**src/rtl/ssc_pkg.sv**
```systemverilog
package ssc_pkg;
   localparam int RATE_W  = 4;
   localparam int DEPTH_W = 5;

   typedef struct packed {
      logic               down;
      logic [RATE_W-1:0]  rate;
      logic [DEPTH_W-1:0] depth;
   } ssc_cfg_t;

   typedef enum logic {
      RAMP_DN = 1'b0,
      RAMP_UP = 1'b1
   } ramp_dir_e;

   // direction of the step taken from phase position ph
   function automatic ramp_dir_e ramp_dir(input int unsigned ph,
                                          input int unsigned q,
                                          input logic        down);
      if (down) return (ph < 2*q) ? RAMP_DN : RAMP_UP;
      if ((ph < q) || (ph >= 3*q)) return RAMP_UP;
      return RAMP_DN;
   endfunction
endpackage

```
**src/rtl/ssc_step_gen.sv**
```systemverilog
module ssc_step_gen #(
   parameter int RATE_W = 4
) (
   input  logic              clk,
   input  logic              rst_n,
   input  logic              run,
   input  logic              tick,
   input  logic [RATE_W-1:0] rate,
   output logic              step
);
   logic [RATE_W-1:0] cnt_q;
   logic [RATE_W-1:0] lim;

   always_comb begin
      lim  = (rate == '0) ? '0 : rate - 1'b1;
      step = run & tick & (cnt_q == lim);
   end

   always_ff @(posedge clk or negedge rst_n) begin
      if (!rst_n)       cnt_q <= '0;
      else if (!run)    cnt_q <= '0;
      else if (tick)    cnt_q <= step ? '0 : cnt_q + 1'b1;
   end
endmodule

```
**src/rtl/ssc_phase_ctr.sv**
```systemverilog
module ssc_phase_ctr
   import ssc_pkg::*;
#(
   parameter int QSTEPS = 8,
   parameter int PH_W   = 5
) (
   input  logic            clk,
   input  logic            rst_n,
   input  logic            run,
   input  logic            step,
   input  logic            down,
   output ramp_dir_e       dir,
   output logic            wrap
);
   localparam int LAST = 4*QSTEPS - 1;

   logic [PH_W-1:0] ph_q;

   always_comb begin
      dir  = ramp_dir(32'(ph_q), QSTEPS, down);
      wrap = step && (ph_q == PH_W'(LAST));
   end

   always_ff @(posedge clk or negedge rst_n) begin
      if (!rst_n)     ph_q <= '0;
      else if (!run)  ph_q <= '0;
      else if (step)  ph_q <= wrap ? '0 : ph_q + 1'b1;
   end
endmodule

```
**src/rtl/ssc_tri_acc.sv**
```systemverilog
module ssc_tri_acc
   import ssc_pkg::*;
#(
   parameter int OFF_W    = 16,
   parameter int QSTEPS   = 8,
   parameter int STEP_LSB = 16
) (
   input  logic                      clk,
   input  logic                      rst_n,
   input  logic                      run,
   input  logic                      step,
   input  ramp_dir_e                 dir,
   input  logic                      down,
   input  logic [DEPTH_W-1:0]        depth,
   output logic signed [OFF_W-1:0]   offset
);
   localparam int AW = OFF_W + 2;

   logic signed [AW-1:0] stepsz, hi, lo, cur, nxt;

   always_comb begin
      stepsz = $signed(AW'(depth)) * $signed(AW'(STEP_LSB));
      hi     = down ? '0 : stepsz * $signed(AW'(QSTEPS));
      lo     = down ? -(stepsz * $signed(AW'(2*QSTEPS)))
                    : -(stepsz * $signed(AW'(QSTEPS)));
      cur    = AW'(offset);
      nxt    = (dir == RAMP_UP) ? cur + stepsz : cur - stepsz;
      if (nxt > hi) nxt = hi;
      if (nxt < lo) nxt = lo;
   end

   always_ff @(posedge clk or negedge rst_n) begin
      if (!rst_n)     offset <= '0;
      else if (!run)  offset <= '0;
      else if (step)  offset <= nxt[OFF_W-1:0];
   end
endmodule

```
**src/rtl/ssc_tri_mod.sv**
```systemverilog
module ssc_tri_mod
   import ssc_pkg::*;
#(
   parameter int FRAC_W       = 24,
   parameter int OFF_W        = 16,
   parameter int QSTEPS       = 8,
   parameter int STEP_LSB     = 16,
   parameter bit FRAC_OUT_REG = 1'b0
) (
   input  logic                     clk,
   input  logic                     rst_n,
   input  logic                     ref_tick,
   input  logic                     dsm_en,
   input  logic                     ss_bypass,
   input  logic                     spread_down,
   input  logic [3:0]               rate_code,
   input  logic [4:0]               depth_code,
   input  logic [FRAC_W-1:0]        frac_base,
   output logic signed [OFF_W-1:0]  ss_offset,
   output logic [FRAC_W-1:0]        frac_out
);
   localparam int PH_W      = $clog2(4*QSTEPS);
   localparam int MAX_SWING = 2*QSTEPS*((1 << DEPTH_W) - 1)*STEP_LSB;

   if (QSTEPS < 1)                      begin : g_bad_q   $error("QSTEPS must be at least 1"); end
   if (MAX_SWING >= (1 << (OFF_W-1)))   begin : g_bad_off $error("OFF_W too narrow for swing"); end
   if (OFF_W > FRAC_W)                  begin : g_bad_frac $error("OFF_W exceeds FRAC_W"); end

   logic      run;
   logic      step;
   logic      wrap;
   ramp_dir_e dir;
   ssc_cfg_t  cfg_in, cfg_q;

   always_comb begin
      run    = dsm_en & ~ss_bypass;
      cfg_in = '{down: spread_down, rate: rate_code, depth: depth_code};
   end

   // configuration follows the inputs while idle, else only at period end
   always_ff @(posedge clk or negedge rst_n) begin
      if (!rst_n)             cfg_q <= '0;
      else if (!run || wrap)  cfg_q <= cfg_in;
   end

   ssc_step_gen #(.RATE_W(RATE_W)) u_step (
      .clk(clk), .rst_n(rst_n), .run(run), .tick(ref_tick),
      .rate(cfg_q.rate), .step(step)
   );

   ssc_phase_ctr #(.QSTEPS(QSTEPS), .PH_W(PH_W)) u_phase (
      .clk(clk), .rst_n(rst_n), .run(run), .step(step),
      .down(cfg_q.down), .dir(dir), .wrap(wrap)
   );

   ssc_tri_acc #(.OFF_W(OFF_W), .QSTEPS(QSTEPS), .STEP_LSB(STEP_LSB)) u_acc (
      .clk(clk), .rst_n(rst_n), .run(run), .step(step), .dir(dir),
      .down(cfg_q.down), .depth(cfg_q.depth), .offset(ss_offset)
   );

   logic [FRAC_W-1:0] sum;
   always_comb sum = frac_base + FRAC_W'(ss_offset);

   if (FRAC_OUT_REG) begin : g_out_reg
      always_ff @(posedge clk or negedge rst_n) begin
         if (!rst_n) frac_out <= '0;
         else        frac_out <= sum;
      end
   end else begin : g_out_comb
      always_comb frac_out = sum;
   end
endmodule

```
**config.mk**
```make
export PLATFORM = sky130hd
export DESIGN_NAME = ssc_tri_mod
export DESIGN_NICKNAME = d
export VERILOG_FILES = /design/src/rtl/ssc_pkg.sv /design/src/rtl/ssc_step_gen.sv /design/src/rtl/ssc_phase_ctr.sv /design/src/rtl/ssc_tri_acc.sv /design/src/rtl/ssc_tri_mod.sv
export SDC_FILE = /design/constraint.sdc
export NUM_CORES = 1
export LEC_CHECK = 0
export BUFFER_PORTS_ARGS = -buffer_cell sky130_fd_sc_hd__buf_2
export CORE_MARGIN = 4
export CORE_UTILIZATION = 30
export CTS_BUF_LIST = sky130_fd_sc_hd__clkbuf_8
export DETAILED_ROUTE_END_ITERATION = 16
export PLACE_DENSITY_LB_ADDON = 0.25
export SLEW_MARGIN = 20
export SYNTH_ARGS = -nofsm -noshare
export SYNTH_HDL_FRONTEND = slang
export SYNTH_SLANG_ARGS = --single-unit
```
**constraint.sdc**
```tcl
create_clock -name clk -period 8 [get_ports clk]
set_clock_uncertainty 0.1 [all_clocks]
set_input_delay 0 -clock clk [delete_from_list [all_inputs] [get_ports clk]]
set_output_delay 0 -clock clk [all_outputs]
set_load 0.02 [all_outputs]
```
==> results of run 1 <==
-- synth_stat cells (4+ instances only) --
cell,number
and3_1,4
a22oi_1,4
nor4_1,5
nor2b_1,13
a32oi_1,5
a21o_1,14
o31ai_1,4
inv_1,35
and2_1,4
a21oi_1,37
xnor2_1,19
mux2_2,7
a31oi_1,5
ha_1,58
nand2b_1,8
or3_1,4
nor3_1,11
clkbuf_1,12
nand3_1,7
o21ai_0,33
dfrtp_1,35
nand2_1,38
nor2_1,45
mux2i_1,11
o211ai_1,7
xor2_1,22
o21a_1,9
o21bai_1,8
nand3b_1,4
-- sequential cells by signal, indices dropped and copies added (netlist names) --
signal and flops:
u_acc.offset 16, cfg_q 10, u_phase.ph_q 5, u_step.cnt_q 4
-- layer usage --
metal / vias up / wire [um] / global-route usage
met2: 104 / 5161 / 0.2395
li1: 2029 / - / -
met4: 0 / 203 / 0.03253
met3: 20 / 613 / 0.02857
met1: 1818 / 5501 / 0.1959
met5: - / 0 / 0
-- power by group through the flow --
stage | clock network, mW | registers [mW] | logic [mW]
after floorplan | 0 | 0.192 | 0.165
after CTS | 0.145 | 0.194 | 0.229
after global placement | 0 | 0.197 | 0.221
after detailed placement | 0 | 0.198 | 0.223
after global routing | 0.153 | 0.196 | 0.258
final | 0.140 | 0.195 | 0.228
-- through the flow --
step | setup WS, ps | hold WS, ps | util | power (mW)
after floorplan | 2128 | -395.6 | - | 0.3568
final | 1305 | -2.750 | 0.3682 | 0.5627
after detailed placement | 1321 | 52.33 | 0.3514 | 0.4212
after global routing | 703.9 | 27.62 | 0.3682 | 0.6069
after global placement | 1534 | 43.14 | 0.3514 | 0.4183
after CTS | 1304 | 1.048 | 0.3682 | 0.5681
-- worst max-delay path, delay by kind of cell (launching register included) --
kind | cells | cell delay [ps]
AO/OA/AOI/OAI | 9 | 1910
XOR/XNOR | 1 | 180
adder cells (fa/ha/maj) | 3 | 990
buffers and inverters | 1 | 70
flip-flops | 1 | 780
multiplexers | 3 | 600
AND/OR/NAND/NOR | 7 | 1910
-- kinds of logic after synthesis --
family                     count (synthesis)  share of synthesized area
and+or+nand+nor                          159                     0.1904
AOI/OAI and AO/OA                        150                     0.2363
adders and majority gates                 60                     0.1847
buffers and inverters                     50                    0.04526
xor gates and xnor gates                  41                    0.08660
DFF                                       35                     0.2112
muxes                                     18                    0.04557
-- worst paths after layout --
path                                         end  slack, ps  cells past startpoint
worst max-delay path            u_acc.offset[15]       1300                     24
worst min-delay path             u_acc.offset[1]         -3                      3
worst max register to register  u_acc.offset[15]       1300                     24
worst min register to register   u_phase.ph_q[0]        440                      1
max in group asynchronous       u_acc.offset[10]       7020                      2
min in group asynchronous               cfg_q[5]        250                      2
-- area by class of cell --
cell class	count	area [um^2]
fill	1406	8467
timing repair buffer	92	528.0
clock inverter	2	12.51
inverter	35	131.4
clock buffer	6	82.58
tap	176	220.2
sequential	35	875.8
multi-input combinational	428	3083
-- timing repair --
item | CTS | global route
hold endpoints to repair | 46 | 0
setup endpoints to repair | 0 | 0
hold buffers | 13 | 0
==> impl_metrics.json, run 1 <==
{
  "outcome": "finished with violations",
  "failed_checks": "negative hold slack",
  "fin_cells": 774,
  "hold_viol_final": 1,
  "mostFrequentLayoutCell": "buf_2",
  "gp_congestion": 0.8848,
  "fin_crit_ps": 6695,
  "ant_nets": 0,
  "grt_pass1_wl_um": 19210,
  "ioPinCount": 79,
  "ys_ff_latch": 35,
  "critPathLaunch": "cfg_q[9]",
  "start_util": 0.3094,
  "nNetsFinal": 696,
  "grt_util_all_layers": 0.1449,
  "finalWirelength_um": 11480,
  "rows": 42,
  "synth_edf_count": 0,
  "p_seq_frac": 0.346,
  "place_area_um2": 4708,
  "grt_pass1_vias": 3896,
  "via_per_inst": 5.130,
  "yosys_warnings": 0,
  "p_clk_frac": 0.249,
  "arrival_ps": 6740,
  "dp_cells": 753,
  "cap_violations": 0,
  "final-setup-viol-count": 0,
  "end_kind": "register",
  "drv_slew": 0,
  "die_area_um2": 15770,
  "dp_hpwl_um": 9348,
  "clock_latency_ps": 300,
  "final_cell_mix": "78 x buf_2, 58 x ha_1, 45 x nor2_1",
  "die_y_um": 125.6,
  "area_delta_synth_final_pct": 18.98,
  "worstPathCellList": "nor3_1 > or2_2 > nor2_1 > xor2_1 > ha_1 > a32oi_1 > nand4b_1 > and2_1 > a311oi_1 > o211ai_1 > or4_1 > ha_1 > o31ai_4 > mux2i_1 > inv_1 > ha_1 > o21a_1 > o21a_1 > o21ai_0 > a21oi_1 > o21ai_0 > or2_2 > mux2i_1 > mux2i_1",
  "io_buffers": 78,
  "htree_levels": 2,
  "switchingPower_uw": 216.2,
  "tightest_slew_ps": 973.0,
  "wire_per_inst_um": 14.83,
  "clock-root-buffer": "clkbuf_8",
  "post-route-cell-area_um2": 4933,
  "yosysTopAreaCell": "dfrtp_1",
  "slowest_delay_ps": 780,
  "p_leak_nw": 2.504,
  "ys_seq_area_frac": 0.2112,
  "critPathMaxFanout": 22,
  "tns_ps": 0,
  "mappedNetlistNets": 612,
  "min-delay-start": "dsm_en",
  "cp-start-kind": "register",
  "synthDistinctLibCells": 57,
  "slew_headroom": 0.3490,
  "clock_sinks": 35,
  "synth-async-reset-ratio": 1.000,
  "p_int_uw": 346.5,
  "netlist.area_leader.share": 0.2112,
  "diodes": 0,
  "synth_area_leaders": "dfrtp_1 21%, ha_1 18%, xor2_1 4.6%, a21oi_1 4.5%, nor2_1 4.1%",
  "drtIter0Drc": 180,
  "synth-main-ff-cell": "dfrtp_1",
  "post-route-period-util": 0.8369,
  "syn_area_per_cell_um2": 8.083,
  "grt_start_max_net_pins": 36,
  "drive_gt1_frac": 0.1689,
  "grt.overflow.total": 0,
  "vias": 3971,
  "cts_resized": 0,
  "numCtsBuffers": 5,
  "comb_power_share": 0.405,
  "required_ps": 8050,
  "drc": 0,
  "holdWs_ps": -2.750,
  "cts_tree": "built",
  "synthCells": 513,
  "r2r-start": "cfg_q[9]",
  "clock.fmax_mhz": 149.4,
  "netlist_area_um2": 4146,
  "postCtsSetupBuffers": 0,
  "antenna_found_initial": 0,
  "pwr_density_cell_nw_per_um2": 114.1,
  "power_switching_share": 0.3842,
  "dr.pass1.iters": 4,
  "ir_drop_uv": 97.43,
  "cp_slowest_cell": "dfrtp_1",
  "cts_max_path_buffers": 2,
  "worstSetupPathType": "register to register",
  "path_clk_slew_ps": 80,
  "hold_class": "primary input to register",
  "die_width_um": 125.6,
  "rsz0062_at_grt": "no",
  "core_um2": 13400
}
Note: power is estimated with default switching activity, not from simulation.
==> run 2: changes to the inputs <==
==> constraint.sdc (replaced) <==
create_clock -name clk -period 6.2 [get_ports clk]
set_clock_uncertainty 0.1 [all_clocks]
set_input_delay 0 -clock clk [delete_from_list [all_inputs] [get_ports clk]]
set_output_delay 0 -clock clk [all_outputs]
set_load 0.02 [all_outputs]
==> impl_metrics.json, run 2 (synthesis gave the netlist of run 1 again) <==
{
  "fillers": 1358,
  "io_buffers": 78,
  "cts_max_path_buffers": 2,
  "slowest_delay_ps": 430,
  "pwr_density_cell_nw_per_um2": 143.4,
  "grt_use_met1": 0.1960,
  "grtUsageMet2": 0.2445,
  "finalWirelength_um": 11940,
  "die_y_um": 125.6,
  "use_met3": 0.02431,
  "cp_common_cell": "ha_1",
  "antenna_found_initial": 0,
  "switchingPower_uw": 287.8,
  "p_int_uw": 461.9,
  "nNetsFinal": 719,
  "tightest_slew_ps": 1042,
  "via_per_inst": 5.181,
  "vias": 4129,
  "drc": 0,
  "tns_ps": 0,
  "slew_headroom": 0.2991,
  "required_ps": 6280,
  "final_cell_mix": "78 x buf_2, 55 x ha_1, 41 x nor2_1",
  "grt_pass1_vias": 4038,
  "p_clk_frac": 0.214,
  "cts_tree": "built",
  "drive_gt1_frac": 0.2367,
  "regArea_um2": 877.1,
  "start_util": 0.3094,
  "final-setup-viol-count": 0,
  "fin_crit_ps": 5915,
  "setup_ws_ps": 285.5,
  "gp_congestion": 0.9295,
  "arrival_ps": 5990,
  "drtIter0Drc": 163,
  "p_seq_frac": 0.329,
  "rows": 42,
  "drv_slew": 0,
  "numCtsBuffers": 5,
  "hold_class": "primary input to register",
  "clock_latency_ps": 290,
  "p_leak_nw": 2.638,
  "outcome": "complete, no violations",
  "comb_power_share": 0.457,
  "grt_start_max_net_pins": 36,
  "clock_sinks": 35,
  "regMostFlops": "u_acc.offset",
  "ioPinCount": 79,
  "pre_cts_slack_ps": -145.3,
  "die_area_um2": 15770,
  "hold_viol_final": 0,
  "die_width_um": 125.6,
  "cp_slowest_cell": "or4_4",
  "wire_per_inst_um": 14.98,
  "clock-root-buffer": "clkbuf_8",
  "top_regs": "u_acc.offset (16), cfg_q (10), u_phase.ph_q (5)",
  "critPathMaxFanout": 4,
  "ir_drop_uv": 117.7,
  "grt_util_all_layers": 0.1473,
  "ant_nets": 0,
  "htree_levels": 2,
  "diodes": 0,
  "dr.pass1.iters": 4,
  "core_um2": 13400,
  "path_clk_slew_ps": 80,
  "area_delta_synth_final_pct": 26.07,
  "power_switching_share": 0.3839,
  "worstSetupPathType": "register to register",
  "grt_pass1_wl_um": 19670,
  "largest_register_ffs": 16,
  "mostFrequentLayoutCell": "buf_2",
  "busiest_layer": "met2",
  "end_kind": "register",
  "clock.fmax_mhz": 169.1,
  "post-route-period-util": 0.9540,
  "grt.overflow.total": 0,
  "cap_violations": 0,
  "cp-start-kind": "register",
  "multiInputGateArea_um2": 3211,
  "dp_hpwl_um": 9573
}
run 2: changes by cell type in the layout (fill, tap and decap cells not counted), sizes merged:
cell,previous run,this run
inv,36,37
clkbuf,6,5
dlygate4sd3,13,14
buf,79,101
run 2: final cells by class:
cell class	count	area share
flip-flops and latches	35	0.1678
clock inverters	3	0.002393
repair buffers	115	0.1352
clock buffers	5	0.01316
multi-input cells	428	0.6142
inverters	35	0.02513
well taps	176	0.04213
run 2: power by group through the flow:
| stage | Sequential (mW) | Combinational (mW) | Clock [mW] |
|---|---|---|---|
| finish | 0.247 | 0.343 | 0.160 |
| global route | 0.248 | 0.384 | 0.173 |
| CTS | 0.247 | 0.321 | 0.163 |
| detailed placement | 0.251 | 0.309 | 0 |
| global placement | 0.251 | 0.305 | 0 |
| floorplan | 0.247 | 0.213 | 0 |
run 2: repair_timing:
item | 4_1_cts | 5_1_grt
setup buffers | 1 | 7
setup endpoints to repair | 16 | 16
gates resized for setup | 4 | 30
hold buffers | 14 | 0
pin swaps | 0 | 4
endpoints found under the hold margin | 47 | 0
run 2: layer usage:
| metal | up-vias | share of wire |
|---|---|---|
| met5 | - | 0 |
| met4 | 0 | 0.020 |
| met3 | 23 | 0.059 |
| met2 | 123 | 0.46 |
| met1 | 1918 | 0.46 |
| li1 | 2065 | - |
run 2: metrics by stage:
stage | cell area [um^2] | instances | hold WS, ps | utilization | total power [mW]
after detailed placement | 4813 | 767 | 45.40 | 0.3592 | 0.5598
final | 5228 | 797 | 2.996 | 0.3901 | 0.7497
after global routing | 5228 | 797 | 19.61 | 0.3901 | 0.8052
after floorplan | 4146 | 513 | -395.6 | - | 0.4603
after global placement | 4813 | 767 | 35.69 | 0.3592 | 0.5557
after CTS | 5066 | 790 | 13.79 | 0.3781 | 0.7314
run 2: worst paths after layout:
check,cells past startpoint,slack (ps),end,startpoint
setup / recovery,30,290,u_acc.offset[1],cfg_q[9]
hold / removal,3,3,u_acc.offset[1],ss_bypass
setup reg to reg,30,290,u_acc.offset[1],cfg_q[9]
hold reg to reg,1,440,u_phase.ph_q[0],u_phase.ph_q[0]
max in group asynchronous,2,5200,cfg_q[0],rst_n
min in group asynchronous,2,240,u_step.cnt_q[0],rst_n
run 2: worst max-delay path, delay by kind of cell (launching register included):
family | cells | cell delay, ps
adders and majority gates | 4 | 1190
buffers and inverters | 3 | 370
xor gates and xnor gates | 2 | 390
DFF | 1 | 410
and+or+nand+nor | 9 | 1350
muxes | 1 | 280
AOI/OAI and AO/OA | 11 | 1710
==> run 3: changes to the inputs <==
--- a/config.mk
+++ b/config.mk
@@ -7,7 +7,7 @@
 export LEC_CHECK = 0
 export BUFFER_PORTS_ARGS = -buffer_cell sky130_fd_sc_hd__buf_2
 export CORE_MARGIN = 4
-export CORE_UTILIZATION = 30
+export CORE_UTILIZATION = 40
 export CTS_BUF_LIST = sky130_fd_sc_hd__clkbuf_8
 export DETAILED_ROUTE_END_ITERATION = 16
 export PLACE_DENSITY_LB_ADDON = 0.25
==> impl_metrics.json, run 3 (synthesis gave the netlist of run 1 again) <==
{
  "io_buffers": 78,
  "post-route-period-util": 0.9618,
  "htree_levels": 2,
  "path_clk_slew_ps": 80,
  "worstSetupPathType": "register to register",
  "drive_gt1_frac": 0.2323,
  "critPathMaxFanout": 7,
  "grt_pass1_vias": 4003,
  "top_regs": "u_acc.offset (16), cfg_q (10), u_phase.ph_q (5)",
  "regMostFlops": "u_acc.offset",
  "post-route-util": 0.5254,
  "drv_slew": 0,
  "switchingPower_uw": 295.9,
  "die_width_um": 109.8,
  "arrival_ps": 6030,
  "tightest_slew_ps": 925.8,
  "cp-start-kind": "register",
  "clock.fmax_mhz": 167.7,
  "p_leak_nw": 2.648,
  "slew_headroom": 0.3771,
  "grt_util_all_layers": 0.1964,
  "grt_pass1_wl_um": 19010,
  "place_area_um2": 4752,
  "cts_tree": "built",
  "cp_slowest_cell": "or4_1",
  "cp_common_cell": "buf_4",
  "end_kind": "register",
  "drtIter0Drc": 250,
  "start_util": 0.4165,
  "area_delta_synth_final_pct": 26.13,
  "wl_met3_um": 639,
  "required_ps": 6270,
  "grt_start_max_net_pins": 36,
  "diodes": 0,
  "grt.overflow.total": 0,
  "drc": 0,
  "cap_violations": 0,
  "ioPinCount": 79,
  "dr.pass1.iters": 4,
  "regArea_um2": 875.8,
  "antenna_found_initial": 0,
  "via_per_inst": 5.530,
  "largest_register_ffs": 16,
  "clock_latency_ps": 290,
  "final-setup-viol-count": 0,
  "ant_nets": 0,
  "post-route-cell-area_um2": 5230,
  "total_power_uw": 844.3,
  "wl_met2_um": 5565,
  "dr.max_layer_used": "met4",
  "final_cell_mix": "78 x buf_2, 55 x ha_1, 41 x nor2_1",
  "clock_sinks": 35,
  "rows": 36,
  "dp_hpwl_um": 9247,
  "drt-met1-wl_um": 5263,
  "numCtsBuffers": 5,
  "hold_class": "primary input to register",
  "slowest_delay_ps": 600,
  "die_y_um": 109.8,
  "wire_per_inst_um": 15.46,
  "power_switching_share": 0.3505,
  "outcome": "complete, no violations",
  "multiInputGateArea_um2": 3222,
  "p_seq_frac": 0.292,
  "pwr_density_cell_nw_per_um2": 161.4,
  "cts_max_path_buffers": 2,
  "nNetsFinal": 718,
  "gp_congestion": 0.9439,
  "fin_crit_ps": 5963,
  "fillers": 935,
  "die_area_um2": 12060,
  "clock-root-buffer": "clkbuf_8",
  "core_um2": 9955,
  "finalWirelength_um": 11640,
  "holdWs_ps": 29.37,
  "vias": 4164,
  "hold_viol_final": 0,
  "p_int_uw": 548.4,
  "ir_drop_uv": 140.1,
  "comb_power_share": 0.414,
  "mostFrequentLayoutCell": "buf_2",
  "p_clk_frac": 0.294
}
==> run 3: timing repair <==
| item | 4_1_cts | 5_1_grt |
|---|---|---|
| pin swaps | 0 | 7 |
| hold endpoints to repair | 47 | 0 |
| setup endpoints to repair | 7 | 16 |
| hold buffers | 15 | 0 |
| buffers inserted | 0 | 7 |
| resized for setup | 3 | 28 |
==> run 3: cell type report <==
class                      count  share of cell area
multi-input combinational    428              0.6160
inverter                      35             0.02512
clock buffer                   5             0.01316
timing repair buffer         114              0.1335
tap                          133             0.03182
sequential                    35              0.1675
clock inverter                 3             0.01292
==> run 3: routing by layer <==
layer | track usage | vias up
met2 | 0.3406 | 114
met5 | 0 | -
met1 | 0.2548 | 1971
met3 | 0.02819 | 13
met4 | 0.05076 | 0
li1 | - | 2066
==> run 3: path summary, 6_finish.rpt <==
| path | end | slack [ps] | from | cells past startpoint |
|---|---|---|---|---|
| worst max-delay path | u_acc.offset[9] | 240 | cfg_q[9] | 25 |
| worst min-delay path | u_acc.offset[3] | 30 | ss_bypass | 4 |
| worst max register to register | u_acc.offset[9] | 240 | cfg_q[9] | 25 |
| worst min register to register | u_phase.ph_q[0] | 440 | u_phase.ph_q[0] | 1 |
| max in group asynchronous | cfg_q[4] | 5230 | rst_n | 2 |
| min in group asynchronous | u_step.cnt_q[2] | 230 | rst_n | 2 |
==> run 3: critical path, delay by kind of cell, from the launching register on <==
kind | cells | cell delay (ps)
mux | 1 | 250
fa+ha+maj | 3 | 810
compound gates | 10 | 1780
buf+inv | 4 | 570
xor+xnor | 1 | 220
simple gates | 6 | 1670
flops | 1 | 420
==> run 3: power groups by stage <==
stage	clock network, mW	registers (mW)	logic, mW
after floorplan	0	0.247	0.213
after global placement	0	0.249	0.300
after detailed placement	0	0.250	0.306
after CTS	0.255	0.245	0.317
after global routing	0.262	0.248	0.388
final	0.248	0.246	0.350
==> run 3: per-stage QoR <==
stage          TNS, ps  cells  worst slack, ps
2_1_floorplan        0    513            328.4
3_3_place_gp         0    723            109.6
3_5_place_dp    -62.66    723           -62.66
4_1_cts              0    746            9.910
5_1_grt         -135.0    753           -81.92
6_report             0    753            236.8
